===== src/rtl/clk_mode_pkg.sv =====
package clk_mode_pkg;

  typedef enum logic [1:0] {
    SRC_MAIN = 2'd0,
    SRC_PLL  = 2'd1,
    SRC_SUB  = 2'd2
  } src_e;

  typedef enum logic [1:0] {
    PH_IDLE = 2'd0,
    PH_OSC  = 2'd1,
    PH_LOCK = 2'd2
  } phase_e;

  localparam int unsigned NUM_SRC = 3;
  localparam int unsigned CODE_W  = 3;
  localparam int unsigned FAC_W   = 3;

  typedef struct packed {
    logic             ok;
    logic [FAC_W-1:0] fac;
  } mult_t;

  function automatic mult_t mult_lookup(input logic [CODE_W-1:0] code);
    mult_t r;
    r.ok = 1'b1;
    case (code)
      3'b000:  r.fac = FAC_W'(1);
      3'b001:  r.fac = FAC_W'(2);
      3'b010:  r.fac = FAC_W'(3);
      3'b011:  r.fac = FAC_W'(4);
      3'b110:  r.fac = FAC_W'(6);
      default: begin
        r.ok  = 1'b0;
        r.fac = FAC_W'(1);
      end
    endcase
    return r;
  endfunction

endpackage


===== src/rtl/clk_req_decode.sv =====
module clk_req_decode
  import clk_mode_pkg::*;
(
  input  logic req_mp_i,
  input  logic req_ms_i,
  output src_e tgt_o
);
  // sub request outranks PLL request
  always_comb begin
    if (!req_ms_i)      tgt_o = SRC_SUB;
    else if (!req_mp_i) tgt_o = SRC_PLL;
    else                tgt_o = SRC_MAIN;
  end
endmodule


===== src/rtl/clk_stab_timer.sv =====
module clk_stab_timer #(
  parameter int unsigned LOG2 = 15
) (
  input  logic clk_i,
  input  logic rst_ni,
  input  logic clear_i,
  input  logic run_i,
  input  logic tick_i,
  output logic done_o
);
  logic [LOG2-1:0] cnt_q;
  logic            last;

  assign last   = (cnt_q == {LOG2{1'b1}});
  assign done_o = run_i & tick_i & last;

  always_ff @(posedge clk_i or negedge rst_ni) begin
    if (!rst_ni)              cnt_q <= '0;
    else if (clear_i)         cnt_q <= '0;
    else if (run_i && tick_i) cnt_q <= cnt_q + 1'b1;
  end
endmodule


===== src/rtl/clk_mult_reg.sv =====
module clk_mult_reg
  import clk_mode_pkg::*;
(
  input  logic              clk_i,
  input  logic              rst_ni,
  input  logic              wr_i,
  input  logic [CODE_W-1:0] code_i,
  output logic [FAC_W-1:0]  fac_o,
  output logic              err_o
);
  mult_t lk;
  assign lk = mult_lookup(code_i);

  always_ff @(posedge clk_i or negedge rst_ni) begin
    if (!rst_ni) begin
      fac_o <= FAC_W'(1);
      err_o <= 1'b0;
    end else if (wr_i) begin
      if (lk.ok) fac_o <= lk.fac;
      else       err_o <= 1'b1;
    end
  end
endmodule


===== src/rtl/clk_mode_ctrl.sv =====
module clk_mode_ctrl
  import clk_mode_pkg::*;
#(
  parameter int unsigned STAB_LOG2 = 15
) (
  input  logic               clk_i,
  input  logic               rst_ni,
  input  logic               req_mp_i,
  input  logic               req_ms_i,
  input  logic               mult_wr_i,
  input  logic [CODE_W-1:0]  mult_code_i,
  input  logic               pll_lock_i,
  input  logic               ref_tick_i,
  output logic [NUM_SRC-1:0] src_sel_o,
  output logic [FAC_W-1:0]   mult_o,
  output logic               stat_mp_o,
  output logic               stat_ms_o,
  output logic               err_o
);
  src_e   src_q, tgt_q, req_tgt;
  phase_e phase_q;
  logic   stab_done;

  clk_req_decode u_dec (
    .req_mp_i (req_mp_i),
    .req_ms_i (req_ms_i),
    .tgt_o    (req_tgt)
  );

  clk_stab_timer #(.LOG2(STAB_LOG2)) u_tmr (
    .clk_i   (clk_i),
    .rst_ni  (rst_ni),
    .clear_i (phase_q == PH_IDLE),
    .run_i   (phase_q == PH_OSC),
    .tick_i  (ref_tick_i),
    .done_o  (stab_done)
  );

  clk_mult_reg u_mult (
    .clk_i  (clk_i),
    .rst_ni (rst_ni),
    .wr_i   (mult_wr_i),
    .code_i (mult_code_i),
    .fac_o  (mult_o),
    .err_o  (err_o)
  );

  always_ff @(posedge clk_i or negedge rst_ni) begin
    if (!rst_ni) begin
      src_q   <= SRC_MAIN;
      tgt_q   <= SRC_MAIN;
      phase_q <= PH_IDLE;
    end else begin
      unique case (phase_q)
        PH_IDLE: if (req_tgt != src_q) begin
          tgt_q <= req_tgt;
          if (src_q == SRC_SUB)       phase_q <= PH_OSC;
          else if (req_tgt == SRC_PLL) phase_q <= PH_LOCK;
          else                         src_q   <= req_tgt;
        end
        PH_OSC: if (stab_done) begin
          if (tgt_q == SRC_PLL) phase_q <= PH_LOCK;
          else begin
            src_q   <= SRC_MAIN;
            phase_q <= PH_IDLE;
          end
        end
        PH_LOCK: if (pll_lock_i) begin
          src_q   <= SRC_PLL;
          phase_q <= PH_IDLE;
        end
        default: phase_q <= PH_IDLE;
      endcase
    end
  end

  for (genvar g = 0; g < NUM_SRC; g++) begin : g_sel
    assign src_sel_o[g] = (src_q == src_e'(g));
  end

  assign stat_mp_o = (src_q != SRC_PLL);
  assign stat_ms_o = (src_q != SRC_SUB);
endmodule


===== config.mk =====
export PLATFORM = sky130hd
export DESIGN_NAME = clk_mode_ctrl
export DESIGN_NICKNAME = d
export VERILOG_FILES = /design/src/rtl/clk_mode_pkg.sv /design/src/rtl/clk_req_decode.sv /design/src/rtl/clk_stab_timer.sv /design/src/rtl/clk_mult_reg.sv /design/src/rtl/clk_mode_ctrl.sv
export SDC_FILE = /design/constraint.sdc
export NUM_CORES = 1
export LEC_CHECK = 0
export CAP_MARGIN = 20
export CELL_PAD_IN_SITES_DETAIL_PLACEMENT = 0
export CELL_PAD_IN_SITES_GLOBAL_PLACEMENT = 1
export CORE_MARGIN = 4
export CORE_UTILIZATION = 45
export DETAILED_ROUTE_END_ITERATION = 7
export PLACE_DENSITY = 0.94
export SYNTH_ARGS = -nofsm -noshare
export SYNTH_HDL_FRONTEND = slang
export SYNTH_SLANG_ARGS = --single-unit

===== constraint.sdc =====
create_clock -name clk_i -period 3.8 [get_ports clk_i]
set_input_delay 0.38 -clock clk_i [delete_from_list [all_inputs] [get_ports clk_i]]
set_output_delay 0.38 -clock clk_i [all_outputs]
set_load 0.05 [all_outputs]

Word-level counts from Yosys, hierarchy flattened. Index checks and enable logic that the tools add are counted.

Output and inout bits: 9. Register bits after elaboration: 25. Input port bits: 10. Word-level logic and storage cells: 63.

Bitwise gates (word level): 3. Reductions and logical operators: 12. Add/sub/neg operators: 1. Eq/ne operators: 21. Muxes and demuxes: 20.

Operators by type and width (number): two-way mux 15 bit (2); two-way mux 2 bit (13); adder 15 x 1 -> 15 bit (second input constant) (1); equality test 15 bit (second input constant) (1); inequality test 2 bit (second input constant) (7); case mux 2 bit (3 select lines) (2); case mux 3 bit (4 select lines) (1); equality test 2 x 1 -> 1 bit (second input constant) (4); AND reduction 7 bit (1); equality test 3 x 2 -> 1 bit (second input constant) (2); AND reduction 2 bit (3); OR reduction 5 bit (1); equality test 2 bit (second input constant) (2); logical NOT 2 bit (2); AND reduction 4 bit (1); equality test 3 x 1 -> 1 bit (second input constant) (1); equality test 3 bit (second input constant) (1); logical NOT 3 bit (1); inequality test 3 bit (second input constant) (1); nonzero test 3 bit (1); bitwise AND 1 bit (2); two-way mux 1 bit (2); inequality test 2 x 1 -> 1 bit (second input constant) (1); inequality test 2 bit (1); other kinds (3) (3).

Longest topological paths before layout. Gate-level depths: netlist of the first run.

Depth after elaboration: 7. Gate-level depth with buffers: 7.

Cells and area by module. From an unflattened synthesis of the first run, not the netlist that was laid out.

Cell total of the unflattened synthesis: 151. Area, all modules: 1452.6 um^2.

By module, submodules not included: clk_stab_timer (area an instance 749.5 um^2, cells an instance 79, times used 1, sequential area each 375.4 um^2); clk_mode_ctrl (area an instance 489.2 um^2, cells an instance 51, times used 1, sequential area each 150.1 um^2); clk_mult_reg (area an instance 196.4 um^2, cells an instance 19, times used 1, sequential area each 101.3 um^2); clk_req_decode (area an instance 17.5 um^2, cells an instance 2, times used 1, sequential area each 0.0 um^2).

Least setup slack after synthesis of the first run. No wires, ideal clock.

Path type: register -> register. Start: register src_q[0]. End: register phase_q[0]. Buffers on the path: 1. Required time: 3678 ps. Stages on the path, launching flop included: 5. Path slack: 1827 ps. Data arrival time: 1852 ps. Cell sequence: dfrtp_1 -> nand2b_1 -> clkbuf_1 -> inv_1 -> a32o_1.

Longest elaborated chain between the ends: 4.

Ends and longest elaborated chain: start, declared (RTL line clk_mode_ctrl.sv:20) `src_e src_q, tgt_q, req_tgt;`; start signal, assigned (RTL line clk_mode_ctrl.sv:59) `else src_q <= req_tgt;`; equality test 2 bit (*); via src_sel_o[2] (RTL line clk_mode_ctrl.sv:14) `output logic [NUM_SRC-1:0] src_sel_o,`; two-way mux 2 bit (RTL line clk_mode_ctrl.sv:57) `if (src_q == SRC_SUB) phase_q <= PH_OSC;`; two-way mux 2 bit (RTL line clk_mode_ctrl.sv:55) `PH_IDLE: if (req_tgt != src_q) begin`; case mux 2 bit (3 select lines) (RTL line clk_mode_ctrl.sv:54) `unique case (phase_q)`; end signal, assigned (RTL line clk_mode_ctrl.sv:57); end signal, assigned (RTL line clk_mode_ctrl.sv:58) `else if (req_tgt == SRC_PLL) phase_q <= PH_LOCK;`; end signal, assigned (RTL line clk_mode_ctrl.sv:62) `if (tgt_q == SRC_PLL) phase_q <= PH_LOCK;`; end, declared (RTL line clk_mode_ctrl.sv:21) `phase_e phase_q;`.

Mark *: on every way through the listed nets, which the timed path passes. The rest lies on a longest branch. The select of a mux whose other input is x is not followed. A chain may end at the register's enable or synchronous reset.

Worst setup path in the final report of the first run.
Start: register src_q[0]. End: output src_sel_o[2].

Longest elaborated chain between the ends: 1.

Ends and longest elaborated chain: equality test 2 bit (RTL line clk_mode_ctrl.sv:78) `assign src_sel_o[g] = (src_q == src_e'(g));`; end, declared (RTL line clk_mode_ctrl.sv:14).

No other way between the ends.

==> results summary, run 1 <==
The run finished with clean final reports. The final-report hold violation count is 0. The mean number of vias per cell is 5.40. The start-to-end type of the worst setup path is reg2out. The synthesis-to-finish area growth is 18.9%.

The count of input and output buffers came out at 18. Routability-driven placement finished with a final weighted congestion of 0.754. Across the VDD grid, the largest voltage drop is 0.306 mV. Once detailed placement completed, the half-perimeter wirelength came to roughly 2.1 mm. In this run the post-CTS setup repair buffer count came out at 0. TritonCTS built the clock tree. Once detail routing completed, the nets flagged for antenna violations numbered 0. Measured in cells, the most critical reg-to-reg path has a length of 6. After layout, the minimum clock period comes to 2.37 ns. The number of search-and-repair iterations in the first detailed-routing pass is 4. The number of levels the H-tree was split into is 1. Clock-pin slew was measured on the worst setup and hold paths at between 0.1 and 0.15 ns. For this design the ratio of total power to cell area is 535 mW/mm^2. The synthesis warning total is 0. Entering global routing, the biggest net connects 27 pins.

For this design the static power due to leakage is around 0.69 nW. Global routing consumed, on the met1 layer, between 15 and 20% of the routing resources. The number of buffers created by CTS is 3.

The initial antenna violation count is 0. The post-route fraction of the period consumed by the critical path is slightly above 60%. The number of max-slew violations in the final report is 0. The instance count of the mapped netlist came out at between 150 and 200. The maximum root-to-sink buffer count is 2. For met3 alone, demand over resource in global routing was around 2.8%. The number of placement rows is 20. The via total after detailed routing came out at around 1,200. The sum of negative setup slack came out at 0 ns.

19 I/O pins were placed. The number of DRC violations after detailed-routing iteration 0 came out at 57. The min-delay analysis places its worst path in the category in2async. Of all flip-flops after synthesis, the portion carrying an async set or reset was 100%. For this block, the routed nets add up to approximately 2.9 mm of wire. The net count after synthesis came out at roughly 170. The area of the core region came out at slightly above 0.003 sq mm. The worst-margin pin slew is slightly below 0.9 ns. The max-capacitance violation count came out at 0. The all-layer global routing usage is around 16%. The antenna diode count is 0. For the worst-skew pair, the clock arrives at the later sink with an insertion delay of approximately 0.32 ns. Counting every sink on the clock net gives 25.

For this configuration, the core starts out at a cell density of roughly 47%. The post-cts sizing count is 0. In this run the critical register-to-register path is captured at src_q[1].

The die area is ~0.0042 sq mm. The number of enable flip-flop cells after synthesis came out at 0. The number of cells in the finished layout apart from fillers is ~210. Global routing consumed, on the met2 layer, 28.2% of the routing resources. The unique cell type count in the Yosys netlist is 38. The die span in y came out at ~64 um. The post-layout worst setup margin is roughly 1.4 ns. For this run, design rule violations remaining after detail routing come to 0. The sequential share of the synthesized area is 43.8%. The worst setup skew after layout came out at ~0.0048 ns. The global-route wire length before repair is about 5.3 mm. The layout cell share with drive strength beyond 1 is 7.65%. The final number of setup-violating endpoints is 0.

The wire length per cell after detailed routing is ~13 um. Setup repair after global routing left no endpoint under its margin. The required time reported for the critical path endpoint came out at about 3.4 ns. Buffers inserted to repair hold after CTS numbered 0. The cell area after technology mapping came out at 0.00143 sq mm. The number of global-route vias before repair is ~1,200.

The post-synthesis register bit count is 25. A synthesized cell averages around 9.4 sq um. The cell chosen for the clock root is clkbuf_4.

The number of cells after detailed placement came out at between 200 and 250. In the synthesized netlist the dominant register cell turns out to be dfrtp_1. The worst-case setup slack after placement came out at around 1.5 ns. The reg-to-reg setup timing slack came out at 1.45 ns.

STA classifies the critical path endpoint as an output port. The maximum clock frequency is about 420 MHz. STA classifies the critical path startpoint as a register.

The floorplan step set the die width to 64.4 um. The start of the worst register-to-register path is phase_q[0]. The most used routing layer is met2. The worst-path maximum fanout is 8.

The global route total overflow came out at 0. The number of nets at the end of the flow came out at roughly 190. In this run the tightest slew margin relative to its limit is 40.4%. The data arrival time of the worst path is between 1.5 and 2 ns.
[cell type report]
type	instances	area (sq um)
Inverter	7	26.3
Tap cell	44	55.1
Multi-Input combinational cell	115	759
Clock inverter	1	5.00
Fill cell	295	1350
Clock buffer	3	22.5
Sequential cell	25	627
Timing Repair Buffer	19	208
[metrics by stage]
| stage | hold slack [ns] | power [mW] | util [%] | area [sq um] |
|---|---|---|---|---|
| final | 0.341 | 0.910 | 55.8 | 1700 |
| after global routing | 0.332 | 0.983 | 55.8 | 1700 |
| after CTS | 0.501 | 0.918 | 54.9 | 1680 |
| after detailed placement | 0.468 | 0.795 | 54.0 | 1650 |
| after global placement | 0.454 | 0.781 | 54.0 | 1650 |
| after floorplan | 0.0844 | 0.670 | - | 1430 |
[cell usage in the layout, fill, tap and decap left out, types with 2 or more instances in the layout]
cell | Yosys | final
dfrtp_1 | 24 | 24
clkdlybuf4s50_1 | 0 | 18
nor2_1 | 16 | 16
nand2_1 | 14 | 14
xnor2_1 | 10 | 10
inv_1 | 7 | 7
nand2b_1 | 7 | 7
o21ai_0 | 7 | 7
a21oi_1 | 7 | 7
nand4_1 | 6 | 6
nand3_1 | 6 | 6
ha_1 | 5 | 5
nor4_1 | 4 | 4
nor3_1 | 3 | 3
xor2_1 | 3 | 3
a31oi_1 | 3 | 3
clkbuf_4 | 0 | 3
nand3b_1 | 2 | 2
nor2b_1 | 2 | 2
mux2_2 | 2 | 2
nor3b_1 | 2 | 2
[metal layers]
metal	wire length, um	part of all wire [%]	up-vias
li1	-	-	571
met1	1310	46	567
met2	1490	52	13
met3	42	1.5	4
met4	25	0.87	0
met5	0	0	-
[kinds of logic after synthesis]
group	Yosys count	synth area share (%)
adders and majority gates	5	4.37
buffers and inverters	12	3.23
DFF	25	43.8
xor gates and xnor gates	13	7.95
and+or+nand+nor	70	26.7
AOI/OAI and AO/OA	25	12.4
muxes	2	1.57
[synthesized netlist by cell type (5+ instances only)]
cell      count  area, sq um
inv_1         7         26.3
nand3_1       6         30.0
o21ai_0       7         35.0
nand4_1       6         37.5
a21oi_1       7         35.0
nor2_1       16         60.1
nand2b_1      7         43.8
ha_1          5         62.6
xnor2_1      10         87.6
nand2_1      14         52.6
dfrtp_1      24          601
[critical path: stages (launching register included)]
cell and delay (ns):
dfrtp_1 0.45, nand2b_1 0.29, inv_1 0.13, clkdlybuf4s50_1 0.81
[how the worst max path moves through the flow]
stage          depth (start not counted)           end       start  slack, ns
5_1_grt                                6      src_q[0]  phase_q[0]       1.26
6_report                               3  src_sel_o[2]    src_q[0]       1.43
3_3_place_gp                           6      src_q[0]  phase_q[0]       1.57
2_1_floorplan                          4    phase_q[0]    src_q[0]       1.83
3_5_place_dp                           6      src_q[0]  phase_q[0]       1.46
4_1_cts                                3  src_sel_o[2]    src_q[0]       1.41
[report_power, final]
| group | switching [mW] | internal [mW] |
|---|---|---|
| Clock | 0.0791 | 0.0394 |
| Combinational | 0.278 | 0.175 |
| Sequential | 0.0359 | 0.303 |
[registers in the layout (all words and copies together) (netlist names)]
register and cells:
phase_q 2, u_mult.fac_o 3, u_mult.err_o 1, tgt_q 2, src_q 2, u_tmr.cnt_q 15
Note: power is estimated with default switching activity, not from simulation.
==> run 2: changes to the inputs <==
Settings changed: CORE_UTILIZATION 45 to 41, PLACE_DENSITY 0.94 to 0.88.
Clock period 3.8 ns to 2.2 ns, I/O delays scaled along.
==> results summary, run 2 (synthesized netlist as in run 1, its figures left out) <==
The number of DRC violations after detailed-routing iteration 0 is 30. Setup slack on the worst reg-to-reg path comes out at ~0.32 ns. The global route total overflow is 0.

Clock skew on the completed layout was measured at between 0.007 and 0.008 ns. The data arrival time of the worst path came out at approximately 1.8 ns. The mean number of vias per cell is 5.28. The time the worst path needs with I/O delays and setup is ~2 ns. In this run the vertical extent of the chip is 67.1 um. After detailed placement, the design holds a cell count of ~220. The total non-filler cell area in the finished layout is roughly 0.0017 sq mm.

Clock-pin slew was measured on the worst setup and hold paths at between 0.1 and 0.15 ns. The total DRC errors in the routed layout is 0. The worst-path maximum fanout is 6. The number of nets at the end of the flow is 189. Summing all placed instances gives a cell area of between 0.0015 and 0.002 sq mm.

The layout cell share with drive strength beyond 1 came out at 8.67%. The worst max-slew margin expressed relative to the limit came out at 65.2%. Summed over all cells, the static leakage comes to ~0.7 nW. The first global-routing pass estimated 5.20 mm of wire.

Setup repair after global routing left no endpoint under its margin. The number of levels the H-tree was split into is 1. The TritonCTS clock tree is yes. The tool flagged a number of max-cap violations equal to 0.

The number of buffers created by CTS came out at 3. Across every metal layer, demand over resource in global routing totals between 15 and 20%. The internal power of the cells came out at around 900 uW. The required time reported for the critical path endpoint is approximately 2 ns. The synthesis-to-finish area growth came out at 19.2%. The area used by sequential logic in the layout is between 600 and 700 sq um. The detailed-placement wirelength estimate is between 2 and 2.5 mm. In this run the critical register-to-register path is captured at u_tmr.cnt_q[14]. The count of input and output buffers came out at 18.

Clock tree synthesis selected as its root buffer the cell clkbuf_4. The longest clock path from root to sink contains 2 buffers. The register name with the most flops is u_tmr.cnt_q. The residual antenna-violating net count after detailed routing came out at 0.

The classification of the worst-slack hold path is in2async. The power after layout came out at roughly 1.6 mW. The first TritonRoute pass finished after 4 iterations. The analysis attributes to net switching a power of 689 uW. The area of the core region is approximately 0.0034 sq mm. The number of cells in the finished layout apart from fillers came out at ~220. The maximum clock frequency is approximately 500 MHz. The flow ran to the end, and the final reports show no timing, DRC or antenna violations. The worst IR drop on VDD is 0.516 mV.

The number of I/O pins is 19. Per report_power, the sequential group accounts for a little under two fifths of the total. The final number of setup-violating endpoints is 0.

The number of flip-flops in the largest register came out at 15. Leaving out fill and tap cells, the most frequent cell in the layout is dfrtp_1. The initial core utilization came out at between 40% and 50%. The total routed wirelength came out at between 3 and 4 mm.

The start-to-end type of the worst setup path is reg2out. The clock network burns approximately 13% of the power. The latest clock arrival within the worst-skew pair came out at 0.31 ns. The floorplan step defined a die boundary enclosing ~0.0045 sq mm. The start of the worst register-to-register path is phase_q[1]. STA classifies the critical path startpoint as a register. The maximum number of pins on one net before global-route repair is 26.

Per report_power, the combinational group accounts for between 50% and 60% of the total. In this run the horizontal extent of the chip is between 60 and 70 um. At the pin with the least slew margin, the transition time is 0.520 ns.

The count of filler cells inserted in the layout is around 340. The largest registers in the layout are u_tmr.cnt_q: 15 flops, u_mult.fac_o: 3 flops. The number of global-route vias before repair came to 1,104. The number of max-slew violations in the final report is 0.

Net switching is between 40% and 50% of the power. The category of the worst setup path capture point is an output port. The antenna diode count is 0. The clock drives 25 sinks.

The final-report hold violation count came out at 0. The number of placement rows is 21. The power density over the cells is 939 mW/mm^2. The initial antenna violation count was 0. The sum of negative setup slack came out at 0 ns. The hold buffer count at CTS is 0. The wire length per cell after detailed routing came out at 13.8 um.

The final weighted congestion in routability-driven placement came out at roughly 0.89. The top cell types in the final layout, fill and taps aside, are 24 x dfrtp_1, 16 x nor2_1, 16 x clkdlybuf4s50_1. The post-route fraction of the period consumed by the critical path is ~90%.

The area occupied by multi-input gates came out at approximately 760 sq um. The number of buffers inserted by post-CTS setup repair came out at 0. The routed layout has ~1,200 vias. The count of cells along the worst register-to-register path came out at 6.
-- run 2: cell type report --
| type | instances | share of cell area [%] |
|---|---|---|
| multi-input cells | 115 | 44.5 |
| flip-flops and latches | 25 | 36.7 |
| repair buffers | 22 | 12.4 |
| well taps | 46 | 3.37 |
| clock buffers | 4 | 1.54 |
| inverters | 7 | 1.54 |
-- run 2: metrics by stage --
step | hold slack (ns) | setup WS (ns) | utilization, %
finish | 0.256 | 0.172 | 50.8
global route | 0.257 | 0.0678 | 50.8
floorplan | -0.0756 | 0.227 | -
detailed placement | 0.461 | 0.282 | 50.0
global placement | 0.456 | 0.315 | 50.0
CTS | 0.251 | 0.00492 | 50.7
-- run 2: worst max path at each step --
stage | start | slack, ns | endpoint | depth (start not counted)
floorplan | src_q[0] | 0.23 | phase_q[0] | 4
CTS | src_q[0] | 0.005 | stat_ms_o | 2
global route | src_q[1] | 0.07 | src_sel_o[1] | 3
global placement | ref_tick_i | 0.32 | src_q[0] | 5
detailed placement | ref_tick_i | 0.28 | src_q[1] | 5
finish | src_q[1] | 0.17 | src_sel_o[1] | 3
-- run 2: worst max-delay path, stage by stage (launching register included) --
cell and delay (ns):
dfrtp_1 0.45, nand2b_1 0.19, inv_1 0.06, clkdlybuf4s50_1 0.79
-- run 2: repair_timing --
item | in CTS | in global routing
resized for setup | 1 | 1
endpoints found under the setup margin | 1 | 1
pin swaps | 0 | 0
-- run 2: power groups by stage --
stage	Sequential (mW)	Clock [mW]	Combinational, mW
after CTS	0.588	0.214	0.816
after global routing	0.599	0.230	0.889
after floorplan	0.606	0	0.551
after detailed placement	0.596	0	0.820
after global placement	0.592	0	0.800
final	0.588	0.204	0.812
-- run 2: per-layer routing --
layer  part of all wire [%]  global-route usage (%)
met1                     47                    20.2
met2                     49                    25.5
met3                    3.0                    2.19
met4                    1.0                    3.80
met5                      0                       0
